===== src/rtl/ecc_err_log.sv =====
module ecc_err_log #(
  parameter int ADDR_W  = 32,
  parameter int BLK_LSB = 12,
  parameter int SYN_W   = 8,
  parameter int RA_W    = 3
) (
  input  logic                      clk,
  input  logic                      rst_n,
  input  logic                      ev_valid,
  input  logic                      ev_ue,
  input  logic [ADDR_W-BLK_LSB-1:0] ev_blk,
  input  logic [SYN_W-1:0]          ev_syn,
  input  logic                      ev_chan,
  input  logic                      reg_we,
  input  logic [RA_W-1:0]           reg_addr,
  input  logic [15:0]               reg_wdata,
  output logic [ADDR_W-1:0]         reg_rdata,
  output logic                      err_out
);
  localparam int BLK_W  = ADDR_W - BLK_LSB;
  localparam int CE_BIT = 0;
  localparam int UE_BIT = 7;
  localparam int CE_EN  = 7;
  localparam int UE_EN  = 8;
  localparam logic [RA_W-1:0] W_STS = RA_W'(0);
  localparam logic [RA_W-1:0] W_ADR = RA_W'(1);
  localparam logic [RA_W-1:0] W_SYN = RA_W'(2);
  localparam logic [RA_W-1:0] W_CHN = RA_W'(3);
  localparam logic [RA_W-1:0] W_CMD = RA_W'(4);

  logic             ce_q, ue_q, en_ce_q, en_ue_q, chan_q;
  logic [BLK_W-1:0] blk_q;
  logic [SYN_W-1:0] syn_q;

  wire wr_sts = reg_we && (reg_addr == W_STS);
  wire wr_cmd = reg_we && (reg_addr == W_CMD);
  wire clr_ce = wr_sts && reg_wdata[CE_BIT];
  wire clr_ue = wr_sts && reg_wdata[UE_BIT];
  wire ce_ev  = ev_valid && !ev_ue;
  wire ue_ev  = ev_valid && ev_ue;
  wire take   = (ue_ev && !ue_q) || (ce_ev && !ce_q && !ue_q);

  logic unused_wdata;
  assign unused_wdata = ^{reg_wdata[15:9], reg_wdata[6:1]};

  always_ff @(posedge clk) begin
    if (!rst_n) begin
      ce_q    <= 1'b0;
      ue_q    <= 1'b0;
      en_ce_q <= 1'b0;
      en_ue_q <= 1'b0;
      blk_q   <= '0;
      syn_q   <= '0;
      chan_q  <= 1'b0;
    end else begin
      ce_q <= ce_ev || (ce_q && !clr_ce);
      ue_q <= ue_ev || (ue_q && !clr_ue);
      if (wr_cmd) begin
        en_ce_q <= reg_wdata[CE_EN];
        en_ue_q <= reg_wdata[UE_EN];
      end
      if (take) begin
        blk_q  <= ev_blk;
        syn_q  <= ev_syn;
        chan_q <= ev_chan;
      end
    end
  end

  always_comb begin
    reg_rdata = '0;
    case (reg_addr)
      W_STS: begin
        reg_rdata[CE_BIT] = ce_q;
        reg_rdata[UE_BIT] = ue_q;
      end
      W_ADR:   reg_rdata[ADDR_W-1:BLK_LSB] = blk_q;
      W_SYN:   reg_rdata[SYN_W-1:0] = syn_q;
      W_CHN:   reg_rdata[0] = chan_q;
      W_CMD: begin
        reg_rdata[CE_EN] = en_ce_q;
        reg_rdata[UE_EN] = en_ue_q;
      end
      default: reg_rdata = '0;
    endcase
  end

  assign err_out = (ce_q && en_ce_q) || (ue_q && en_ue_q);

  p_ce_sets_r2: assert property (@(posedge clk) disable iff (!rst_n)
    ce_ev |=> ce_q);
  p_ue_sets_r2: assert property (@(posedge clk) disable iff (!rst_n)
    ue_ev |=> ue_q);
  p_ue_sticky_r3: assert property (@(posedge clk) disable iff (!rst_n)
    (ue_q && !(reg_we && reg_addr == W_STS && reg_wdata[UE_BIT])) |=> ue_q);
  p_ue_logs_r6: assert property (@(posedge clk) disable iff (!rst_n)
    (ue_ev && !ue_q) |=> (blk_q == $past(ev_blk) && syn_q == $past(ev_syn)));
  p_ce_keeps_r7: assert property (@(posedge clk) disable iff (!rst_n)
    (ce_ev && (ce_q || ue_q)) |=> ($stable(blk_q) && $stable(syn_q) && $stable(chan_q)));
  p_ue_keeps_r8: assert property (@(posedge clk) disable iff (!rst_n)
    (ue_ev && ue_q) |=> ($stable(blk_q) && $stable(syn_q) && $stable(chan_q)));
  p_set_wins_r9: assert property (@(posedge clk) disable iff (!rst_n)
    (ce_ev && clr_ce) |=> ce_q);
  p_quiet_r10: assert property (@(posedge clk) disable iff (!rst_n)
    (!en_ce_q && !en_ue_q) |-> !err_out);
endmodule


===== config.mk =====
export PLATFORM = sky130hd
export DESIGN_NAME = ecc_err_log
export DESIGN_NICKNAME = d
export VERILOG_FILES = /design/src/rtl/ecc_err_log.sv
export SDC_FILE = /design/constraint.sdc
export NUM_CORES = 1
export LEC_CHECK = 0
export ABC_CLOCK_PERIOD_IN_PS = 1500
export BUFFER_PORTS_ARGS = -buffer_cell sky130_fd_sc_hd__buf_2
export CORE_AREA = 3 3 77 57
export DETAILED_ROUTE_END_ITERATION = 10
export DIE_AREA = 0 0 80 60
export PLACE_DENSITY_LB_ADDON = 0.15
export SETUP_SLACK_MARGIN = 0.02
export SYNTH_ARGS = -nofsm -noshare
export SYNTH_HDL_FRONTEND = slang
export SYNTH_SLANG_ARGS = --single-unit

===== constraint.sdc =====
create_clock -name clk -period 1.5 [get_ports clk]
set_input_delay 0 -clock clk [delete_from_list [all_inputs] [get_ports clk]]
set_output_delay 0 -clock clk [all_outputs]
set_load 0.02 [all_outputs]

==> impl_metrics.ini <==
[floorplan]
io_pins = 86
core_um2 = 3603
row_count = 18
die_x_um = 80
fp.dieH_um = 60
start_util_pct = 45.24
dieArea_um2 = 4800

[logic_synthesis]
netlist_instances = 192
yosysTopAreaCell = dfxtp_1
post-synth-top-area-fraction_pct = 40.52
netlist_top_cells_count = 61 x nand2_1, 33 x dfxtp_1, 31 x mux2i_1, 20 x and2_1, 6 x and3_1
yosys_warnings = 0
synth_edf_count = 0
dominantRegCellSynth = dfxtp_1
avgSynthCellArea_um2 = 8.491
yosysMostFrequentCell = nand2_1
synth.distinct_cells = 28
ys_top_cells_by_area = dfxtp_1 41%, mux2i_1 19%, nand2_1 14%
synth-seq-cells = 33
seq_area_frac_synth_pct = 40.52
synth_area_um2 = 1630
synthArstFlopShare_pct = 0

[worst_hold_path]
hold_depth = 3
min_path_type = in -> reg
hold_start = ev_valid
hold_end = ue_q

[layout]
postLayoutCoreUtil_pct = 66.81
diodes = 0
drive_gt1_share_pct = 28.37
num-fill-cells = 314
fin_nets = 342
area_growth_pct = 47.66
final_area_um2 = 2407

[global_routing]
overflow = 0
grt_pass1_vias = 1525
grt_max_degree = 33
antenna_found_initial = 0
grt_first_pass_wirelength_mm = 6.872
grt_usage_pct = 18.83

[critical_path]
path_cells = nor2b_1 > nor3b_4 > buf_12 > mux2i_1
reg2reg_depth = 4
start_kind = register
crit_family = simple AND/OR/NAND/NOR gates
worstPathMaxFanout = 29
reg2reg_slack_ns = 0.23
slowest_delay_ns = 0.34
r2r_start = ce_q
r2r_end = blk_q[17]
worst-path-buf-inv = 1
crit_required_ns = 1.70
slowest_stage = dfxtp_1
arrival_ns = 1.47
endpoint_kind = register
crit_type = reg -> reg

[sta]
fin_tns_setup_ns = 0
setup_viol = 0
skew_ns = 0.005245
rsz0062_at_grt = no
slew_headroom_pct = 67.02
worst_slew_pin_slew_ns = 0.4878
slew_violations = 0
hold_viol = 0
fmax_mhz = 787.9
post-route-min-period_ns = 1.269
fin_crit_sh_pct = 84.62

[clocking]
clk-insertion-delay-late_ns = 0.28
cts_root_buffer = clkbuf_8
postCtsSetupRepairBufs = 0
cts.clk_slew.worst_paths_ns = 0.07
cts.repair.resized = 0
cts_num_sinks = 33
htree_levels = 2
numCtsBuffers = 5
cts_hold_buffers = 31
cts_tree = built
clk_path_buf_depth = 2

[placed_design]
placed_area_um2 = 2011
place_congestion = 0.7453
hpwlAfterDp_mm = 2.587
port_buffers = 69

[detailed_routing]
drc_errors = 0
wl_per_cell_um = 12.29
routed_wl_mm = 4.165
drtAntennaViolNets = 0
via_per_inst = 4.510
num_vias = 1529
drt-initial-drc-count = 68
drt-pass1-iter-count = 4

[power]
p_leak_nw = 1.203
pwr_density_cell_nw_per_um2 = 826.2
design_power_total_mw = 1.989
ir_worst_vdd_mv = 0.5726

[flow_run]
drv_cap = 0

[status]
outcome = completed
## cells by family (layout without fill, tap and decap cells)
group	after synthesis	after routing	synth area share [%]
buffers and inverters	17	112	6.446
AO/OA/AOI/OAI	9	9	3.914
other	1	3	0.2300
flip-flops	33	33	40.52
AND/OR/NAND/NOR	101	101	29.85
multiplexers	31	31	19.03
## power breakdown
| group | total [mW] | leakage (nW) | internal, mW | switching, mW |
|---|---|---|---|---|
| clock | 0.658 | 0.0443 | 0.364 | 0.295 |
| combinational | 0.364 | 0.887 | 0.194 | 0.170 |
| sequential | 0.967 | 0.271 | 0.938 | 0.0295 |
| total | 1.99 | 1.20 | 1.50 | 0.494 |
## state kept, by name, indices dropped and copies added (netlist names)
signal,count
ce_q,1
en_ue_q,1
syn_q,8
chan_q,1
blk_q,20
ue_q,1
en_ce_q,1
## worst max path at each step
stage / start / endpoint / slack [ns] / cells past startpoint
after CTS: ce_q / blk_q[17] / 0.22 / 4
after floorplan: ce_q / blk_q[10] / 0.32 / 5
final: ce_q / blk_q[17] / 0.23 / 4
after detailed placement: ce_q / blk_q[17] / 0.24 / 4
after global routing: ce_q / blk_q[19] / 0.14 / 4
after global placement: ce_q / blk_q[2] / 0.27 / 4
## worst reg2reg max path, cell delays in order (launching register included)
cell and delay (ns):
dfxtp_1 0.34, nor2b_1 0.16, nor3b_4 0.21, buf_12 0.26, mux2i_1 0.23
## area by class of cell
cell class                 instances  area, um^2  area share [%]
clock buffer                       7       86.33           3.586
timing repair buffer             104       710.7           29.52
sequential                        33       660.6           27.44
inverter                           1       3.754          0.1559
tap                               50       62.56           2.599
multi-input combinational        144       883.3           36.69
## stage by stage
step / hold slack (ns) / worst slack [ns] / instances
final: 0.01267 / 0.2308 / 339
after global routing: 0.01339 / 0.1416 / 339
after CTS: 0.002005 / 0.2223 / 339
after detailed placement: 0.2201 / 0.2387 / 301
after global placement: 0.2190 / 0.2673 / 301
after floorplan: 0.07979 / 0.3189 / 194
## layout by cell type, fill, tap and decap left out, drive strengths merged
cell type,instances
nor3b,2
nand3,3
a22o,1
a21boi,1
conb,3
nand2,61
a2bb2oi,1
dfxtp,33
buf,73
a311oi,1
and3,6
o21a,2
nor2b,3
a21oi,1
mux2i,31
o21ai,2
inv,1
and4bb,1
and3b,1
clkbuf,7
dlygate4sd3,31
nor2,3
and2,20
nor4b,1
## layer usage
metal / wire (um) / up-vias / track usage [%]
met1: 1891 / 655 / 23.23
met5: 0 / - / 0
met2: 1918 / 48 / 30.90
met3: 247 / 10 / 5.120
met4: 108 / 0 / 8.675
li1: - / 816 / -
Power figures use the tool's default switching activity.
